==> src/rtl/adw_pkg.sv <==
package adw_pkg;
  localparam int ADDR_W   = 32;
  localparam int DATA_W   = 32;
  localparam int HI_LSB   = 16;
  localparam int HI_W     = ADDR_W - HI_LSB;
  localparam int FLD_W    = 8;
  localparam int ATTR_LSB = 8;
  localparam int ACC_LSB  = 16;
  localparam int ACC_W    = 2;

  typedef struct packed {
    logic [HI_W-1:0]  base_hi;
    logic [FLD_W-1:0] attr;
    logic [FLD_W-1:0] tgt;
    logic [HI_W-1:0]  mask_hi;
  } win_cfg_t;
endpackage

==> src/rtl/adw_regs.sv <==
module adw_regs
  import adw_pkg::*;
#(
  parameter int NUM_WIN   = 8,
  parameter int NUM_REMAP = 4,
  parameter int NUM_PORTS = 2,
  parameter int IDX_W     = 5
) (
  input  logic                                   clk_i,
  input  logic                                   rst_ni,
  input  logic                                   wr_en_i,
  input  logic [IDX_W-1:0]                       wr_idx_i,
  input  logic [DATA_W-1:0]                      wr_data_i,
  input  logic [IDX_W-1:0]                       rd_idx_i,
  output logic [DATA_W-1:0]                      rd_data_o,
  output win_cfg_t [NUM_WIN-1:0]                 cfg_o,
  output logic [NUM_PORTS-1:0][NUM_WIN-1:0]      en_o,
  output logic [NUM_PORTS-1:0][ACC_W*NUM_WIN-1:0] acc_o
);
  localparam int SIZE_OFS  = NUM_WIN;
  localparam int REMAP_OFS = 2 * NUM_WIN;
  localparam int EN_OFS    = REMAP_OFS + NUM_REMAP;
  localparam int NREG      = EN_OFS + NUM_PORTS;

  logic [NUM_WIN-1:0][DATA_W-1:0]        base_q;
  logic [NUM_WIN-1:0][HI_W-1:0]          size_q;
  logic [NUM_REMAP-1:0][DATA_W-1:0]      remap_q;
  logic [NUM_PORTS-1:0][NUM_WIN-1:0]     en_q;
  logic [NUM_PORTS-1:0][ACC_W*NUM_WIN-1:0] acc_q;

  always_ff @(posedge clk_i or negedge rst_ni) begin
    if (!rst_ni) begin
      base_q  <= '0;
      size_q  <= '0;
      remap_q <= '0;
      en_q    <= '0;
      acc_q   <= '0;
    end else if (wr_en_i) begin
      for (int w = 0; w < NUM_WIN; w++) begin
        if (wr_idx_i == IDX_W'(w))            base_q[w] <= wr_data_i;
        if (wr_idx_i == IDX_W'(SIZE_OFS + w)) size_q[w] <= wr_data_i[DATA_W-1:HI_LSB];
      end
      for (int r = 0; r < NUM_REMAP; r++)
        if (wr_idx_i == IDX_W'(REMAP_OFS + r)) remap_q[r] <= wr_data_i;
      for (int p = 0; p < NUM_PORTS; p++)
        if (wr_idx_i == IDX_W'(EN_OFS + p)) begin
          en_q[p]  <= wr_data_i[NUM_WIN-1:0];
          acc_q[p] <= wr_data_i[ACC_LSB +: ACC_W*NUM_WIN];
        end
    end
  end

  always_comb begin
    rd_data_o = '0;
    for (int w = 0; w < NUM_WIN; w++) begin
      if (rd_idx_i == IDX_W'(w))            rd_data_o = base_q[w];
      if (rd_idx_i == IDX_W'(SIZE_OFS + w)) rd_data_o = {size_q[w], {HI_LSB{1'b0}}};
    end
    for (int r = 0; r < NUM_REMAP; r++)
      if (rd_idx_i == IDX_W'(REMAP_OFS + r)) rd_data_o = remap_q[r];
    for (int p = 0; p < NUM_PORTS; p++)
      if (rd_idx_i == IDX_W'(EN_OFS + p)) begin
        rd_data_o[NUM_WIN-1:0]                 = en_q[p];
        rd_data_o[ACC_LSB +: ACC_W*NUM_WIN]    = acc_q[p];
      end
  end

  for (genvar w = 0; w < NUM_WIN; w++) begin : g_cfg
    assign cfg_o[w].base_hi = base_q[w][DATA_W-1:HI_LSB];
    assign cfg_o[w].attr    = base_q[w][ATTR_LSB +: FLD_W];
    assign cfg_o[w].tgt     = base_q[w][FLD_W-1:0];
    assign cfg_o[w].mask_hi = size_q[w];
  end

  assign en_o  = en_q;
  assign acc_o = acc_q;

  p_unmapped_hold_r3: assert property (@(posedge clk_i) disable iff (!rst_ni)
    (wr_en_i && (int'(wr_idx_i) >= NREG)) |=>
      ($stable(base_q) && $stable(size_q) && $stable(remap_q) && $stable(en_q) && $stable(acc_q)));

  p_remap_isolated_r4: assert property (@(posedge clk_i) disable iff (!rst_ni)
    (wr_en_i && (int'(wr_idx_i) >= REMAP_OFS) && (int'(wr_idx_i) < EN_OFS)) |=>
      ($stable(cfg_o) && $stable(en_o) && $stable(acc_o)));
endmodule

==> src/rtl/adw_match.sv <==
module adw_match
  import adw_pkg::*;
#(
  parameter int NUM_WIN = 8
) (
  input  win_cfg_t [NUM_WIN-1:0] cfg_i,
  input  logic [NUM_WIN-1:0]     en_i,
  input  logic [HI_W-1:0]        addr_hi_i,
  output logic [NUM_WIN-1:0]     match_o
);
  for (genvar w = 0; w < NUM_WIN; w++) begin : g_cmp
    logic [HI_W-1:0] keep;
    assign keep       = ~cfg_i[w].mask_hi;
    assign match_o[w] = en_i[w] && ((addr_hi_i & keep) == (cfg_i[w].base_hi & keep));
  end
endmodule

==> src/rtl/adw_prio.sv <==
module adw_prio #(
  parameter int NUM_WIN = 8,
  parameter int WIN_W   = 3
) (
  input  logic [NUM_WIN-1:0] req_i,
  output logic [NUM_WIN-1:0] gnt_o,
  output logic               any_o,
  output logic [WIN_W-1:0]   idx_o
);
  logic [NUM_WIN:0] below;
  assign below[0] = 1'b0;

  for (genvar w = 0; w < NUM_WIN; w++) begin : g_chain
    assign gnt_o[w]     = req_i[w] & ~below[w];
    assign below[w + 1] = below[w] | req_i[w];
  end

  assign any_o = below[NUM_WIN];

  always_comb begin
    idx_o = '0;
    for (int w = 0; w < NUM_WIN; w++)
      if (gnt_o[w]) idx_o = idx_o | WIN_W'(w);
  end
endmodule

==> src/rtl/adw_decode_unit.sv <==
module adw_decode_unit
  import adw_pkg::*;
#(
  parameter int NUM_WIN   = 8,
  parameter int NUM_REMAP = 4,
  parameter int NUM_PORTS = 2,
  localparam int IDX_W    = $clog2(2 * NUM_WIN + NUM_REMAP + NUM_PORTS),
  localparam int PORT_W   = (NUM_PORTS > 1) ? $clog2(NUM_PORTS) : 1,
  localparam int WIN_W    = (NUM_WIN > 1) ? $clog2(NUM_WIN) : 1
) (
  input  logic              clk_i,
  input  logic              rst_ni,
  input  logic              wr_en_i,
  input  logic [IDX_W-1:0]  wr_idx_i,
  input  logic [31:0]       wr_data_i,
  input  logic [IDX_W-1:0]  rd_idx_i,
  output logic [31:0]       rd_data_o,
  input  logic              req_valid_i,
  input  logic [PORT_W-1:0] req_port_i,
  input  logic [31:0]       req_addr_i,
  output logic              resp_valid_o,
  output logic              resp_hit_o,
  output logic [WIN_W-1:0]  resp_win_o,
  output logic [7:0]        resp_target_o,
  output logic [7:0]        resp_attr_o,
  output logic              resp_err_o
);
  win_cfg_t [NUM_WIN-1:0]                   cfg;
  logic [NUM_PORTS-1:0][NUM_WIN-1:0]        en_all;
  logic [NUM_PORTS-1:0][ACC_W*NUM_WIN-1:0]  acc_all;
  logic [NUM_WIN-1:0]                       en_sel, match, gnt;
  logic [ACC_W*NUM_WIN-1:0]                 acc_sel;
  logic [ACC_W-1:0]                         acc_win;
  logic [WIN_W-1:0]                         win_idx;
  logic                                     any_hit, err_c;
  logic                                     unused_addr_lo;

  assign unused_addr_lo = ^req_addr_i[HI_LSB-1:0];

  adw_regs #(
    .NUM_WIN(NUM_WIN), .NUM_REMAP(NUM_REMAP), .NUM_PORTS(NUM_PORTS), .IDX_W(IDX_W)
  ) u_regs (
    .clk_i, .rst_ni, .wr_en_i, .wr_idx_i, .wr_data_i, .rd_idx_i, .rd_data_o,
    .cfg_o(cfg), .en_o(en_all), .acc_o(acc_all)
  );

  // only the requesting port's enables and access fields take part
  always_comb begin
    en_sel  = '0;
    acc_sel = '0;
    for (int p = 0; p < NUM_PORTS; p++)
      if (req_port_i == PORT_W'(p)) begin
        en_sel  = en_all[p];
        acc_sel = acc_all[p];
      end
  end

  adw_match #(.NUM_WIN(NUM_WIN)) u_match (
    .cfg_i(cfg), .en_i(en_sel), .addr_hi_i(req_addr_i[ADDR_W-1:HI_LSB]), .match_o(match)
  );

  adw_prio #(.NUM_WIN(NUM_WIN), .WIN_W(WIN_W)) u_prio (
    .req_i(match), .gnt_o(gnt), .any_o(any_hit), .idx_o(win_idx)
  );

  assign acc_win = acc_sel[{win_idx, 1'b0} +: ACC_W];
  assign err_c   = !any_hit || (acc_win == '0);

  always_ff @(posedge clk_i or negedge rst_ni) begin
    if (!rst_ni) begin
      resp_valid_o  <= 1'b0;
      resp_hit_o    <= 1'b0;
      resp_win_o    <= '0;
      resp_target_o <= '0;
      resp_attr_o   <= '0;
      resp_err_o    <= 1'b0;
    end else begin
      resp_valid_o  <= req_valid_i;
      resp_hit_o    <= req_valid_i && any_hit;
      resp_win_o    <= (req_valid_i && any_hit) ? win_idx : '0;
      resp_err_o    <= req_valid_i && err_c;
      resp_target_o <= (req_valid_i && !err_c) ? cfg[win_idx].tgt  : '0;
      resp_attr_o   <= (req_valid_i && !err_c) ? cfg[win_idx].attr : '0;
    end
  end

  p_gnt_onehot_r6: assert property (@(posedge clk_i) disable iff (!rst_ni)
    $onehot0(gnt));

  p_gnt_in_match_r6: assert property (@(posedge clk_i) disable iff (!rst_ni)
    (gnt & ~match) == '0);

  p_miss_err_r8: assert property (@(posedge clk_i) disable iff (!rst_ni)
    (req_valid_i && (match == '0)) |=> (resp_err_o && !resp_hit_o));

  p_err_no_data_r8: assert property (@(posedge clk_i) disable iff (!rst_ni)
    resp_err_o |-> (resp_target_o == '0 && resp_attr_o == '0));

  p_ok_implies_hit_r8: assert property (@(posedge clk_i) disable iff (!rst_ni)
    (resp_valid_o && !resp_err_o) |-> resp_hit_o);

  p_valid_track_r10: assert property (@(posedge clk_i) disable iff (!rst_ni)
    req_valid_i |=> resp_valid_o);

  p_idle_quiet_r10: assert property (@(posedge clk_i) disable iff (!rst_ni)
    !req_valid_i |=> (!resp_valid_o && !resp_hit_o && !resp_err_o));
endmodule

==> config.mk <==
export PLATFORM = sky130hd
export DESIGN_NAME = adw_decode_unit
export DESIGN_NICKNAME = d
export VERILOG_FILES = /design/src/rtl/adw_pkg.sv /design/src/rtl/adw_regs.sv /design/src/rtl/adw_match.sv /design/src/rtl/adw_prio.sv /design/src/rtl/adw_decode_unit.sv
export SDC_FILE = /design/constraint.sdc
export NUM_CORES = 1
export LEC_CHECK = 0
export BUFFER_PORTS_ARGS = -buffer_cell sky130_fd_sc_hd__buf_2
export CORE_UTILIZATION = 56
export DETAILED_ROUTE_END_ITERATION = 10
export GPL_TIMING_DRIVEN = 0
export HOLD_SLACK_MARGIN = 0.15
export PLACE_DENSITY = 0.76
export SKIP_LAST_GASP = 1
export SLEW_MARGIN = 20
export SYNTH_ARGS = -nofsm -noshare
export SYNTH_HDL_FRONTEND = slang
export SYNTH_HIERARCHICAL = 1
export SYNTH_SLANG_ARGS = --single-unit
==> constraint.sdc <==
create_clock -name clk_i -period 3.4 [get_ports clk_i]
set_input_delay 0.68 -clock clk_i [delete_from_list [all_inputs] [get_ports clk_i]]
set_output_delay 0.68 -clock clk_i [all_outputs]
set_load 0.1 [all_outputs]
==> results.yml <==
run_status:
  status: "finished with violations"
  violations: "setup timing"
yosys:
  syn_nets: 2631
  synth_area_sq_um: 30200
  avgSynthCellArea_sq_um: 11.8
  postSynthCellCount: 2552
  yosysWarningCount: 6
placement:
  hpwl_mm: 89.7
  place_congestion: 1.00
  portBuffers: 96
timing:
  finalCritPeriodShare: 1.12
  setup_viol: 37
  worstMarginPinSlew_ps: 1130
  fin_worst_skew_ps: 29.3
  rsz0062_at_grt: "yes"
  relSlewSlack: 0.245
  setup_ws_ps: -423
  fmax_ghz: 0.262
  final_hold_viol_count: 0
  period_needed_ps: 3820
  finalSetupTns_ps: -7630
  drv_slew: 0
layout:
  layout_commonest_cell: "dfrtp_1"
  fill_cells: 3831
  syn2layout_area_growth_pct: 22.9
  final_cell_mix: "dfrtp_1, mux2_2, buf_2"
  nNetsFinal: 2886
  drive_gt1_frac: 0.450
floorplanning:
  die_y_microns: 234
  dieArea_sq_um: 54900
  coreArea_sq_um: 53000
  io_pins: 133
  die_x_microns: 234
  initial_core_util: 0.570
  num_rows: 84
run:
  cap_viol_max_count: 0
worst_setup_path:
  rr_worst_depth: 13
  crit_arrival_ps: 3140
  crit_path_start_kind: "primary input"
  crit_required_ps: 2720
  crit_fanout: 6
  cp_cell_sequence: "buf_8 -> buf_8 -> buf_12 -> nor3b_4 -> buf_6 -> nand2_8 -> nor2_4 -> o221ai_2 -> a222oi_1 -> o21ai_2 -> buf_12"
  cpPeakStageDelay_ps: 810
  critical_path_class: "primary input to output port"
  cp-end-kind: "output port"
  crit_slowest_cell: "a222oi_1"
clock_tree:
  clock_sinks: 582
  tritoncts: "built"
  clockRootBuffer: "clkbuf_16"
  cts_buffer_depth: 3
  clk_latency_ps: 680
  clk_pin_slew_ps: 60
  h-tree-depth: 2
  cts_made_buffers: 61
power_and_ir_drop:
  peakVddDrop_mv: 0.514
  p_sw_mw: 6.56
  pwr-share-seq: 0.447
  p_per_area_nw_per_um2: 570
  swShare: 0.310
  clkPwrFrac: 0.341
  internal-power_mw: 14.6
  p_leak_nw: 16.1
  p_total_mw: 21.2
  pwr-share-comb: 0.213
global_route:
  grt_pass1_vias: 24400
  grt_overflow: 0
  grtUsageTotal: 0.455
  antenna_found_initial: 6
  grt_max_degree: 101
  grt_pass1_wl_mm: 175
route:
  avgRoutedWirePerCell_microns: 35.4
  first_pass_iters: 7
  antenna_left: 0
  routed-via-count: 25000
  remaining_drc_errors: 0
  via_per_inst: 7.03
  routed_wl_mm: 125
  first_iter_violations: 3097
worst_hold_path:
  hold_class: "primary input to register"
  hold_depth: 1
[final timing paths]
check	from	endpoint	slack (ps)
worst max-delay path	rd_idx_i[1]	rd_data_o[26]	-420
worst min-delay path	req_valid_i	resp_valid_o$_DFF_PN0_	180
worst max register to register	u_regs/cfg_o[33]$_DFFE_PN0P_	resp_target_o[3]$_DFF_PN0_	-310
worst min register to register	u_regs/remap_q[18]$_DFFE_PN0P_	u_regs/remap_q[18]$_DFFE_PN0P_	510
max in group asynchronous	rst_ni	u_regs/remap_q[123]$_DFFE_PN0P_	1030
min in group asynchronous	rst_ni	u_regs/en_o[11]$_DFFE_PN0P_	560
[sequential cells by signal, indices dropped and copies added (netlist names)]
name and flops:
resp_attr_o 8, resp_err_o 1, u_regs/acc_o 32, resp_target_o 8, resp_hit_o 1, resp_valid_o 1, u_regs/en_o 16, u_regs/cfg_o 384
u_regs/remap_q 128, resp_win_o 3
[through the flow]
step	util	cells	hold slack, ps	instance area, sq um	setup slack, ps
floorplan	-	2552	384	30600	-402
global placement	0.603	3336	479	31900	-10200
detailed placement	0.607	3343	489	32100	-1550
CTS	0.677	3493	175	35900	-361
global route	0.701	3545	178	37100	-343
finish	0.701	3549	175	37100	-423
[power by group through the flow]
stage                     Sequential, mW  Clock, mW  Combinational, mW
after floorplan                     9.06          0               2.89
after global placement              9.40          0               3.85
after detailed placement            9.47          0               3.97
after CTS                           9.38       7.21               4.22
after global routing                9.59       7.50               4.70
final                               9.45       7.21               4.50
[layer usage]
metal / vias to the layer above / GRT usage / wire length (microns)
met5: - / 0 / 13
met4: 2 / 0.289 / 9020
met3: 460 / 0.120 / 14200
met2: 1726 / 0.687 / 55500
met1: 12800 / 0.583 / 46800
li1: 9964 / - / -
[area by class of cell]
class / instances / area [sq um] / area share
multi-input combinational: 1713 / 15800 / 0.426
sequential: 582 / 14600 / 0.392
tap: 688 / 861 / 0.0232
timing repair buffer: 197 / 1910 / 0.0515
clock buffer: 91 / 1830 / 0.0492
clock inverter: 21 / 318 / 0.00855
inverter: 41 / 159 / 0.00428
antenna: 5 / 12.5 / 0.000337
buffer: 211 / 1670 / 0.0450
[repair_timing]
action | 4_1_cts | 5_1_grt
resized for setup | 315 | 182
endpoints found under the setup margin | 51 | 49
pin swaps | 30 | 51
buffers inserted | 39 | 48
endpoints found under the hold margin | 59 | 0
hold buffers | 1 | 0
gates cloned | 2 | 5
[worst max-delay path: cells and delay by family]
kind	cells	cell delay, ps
buf+inv	5	810
compound gates	3	1210
simple gates	3	420
Note: power is estimated with default switching activity, not from simulation.
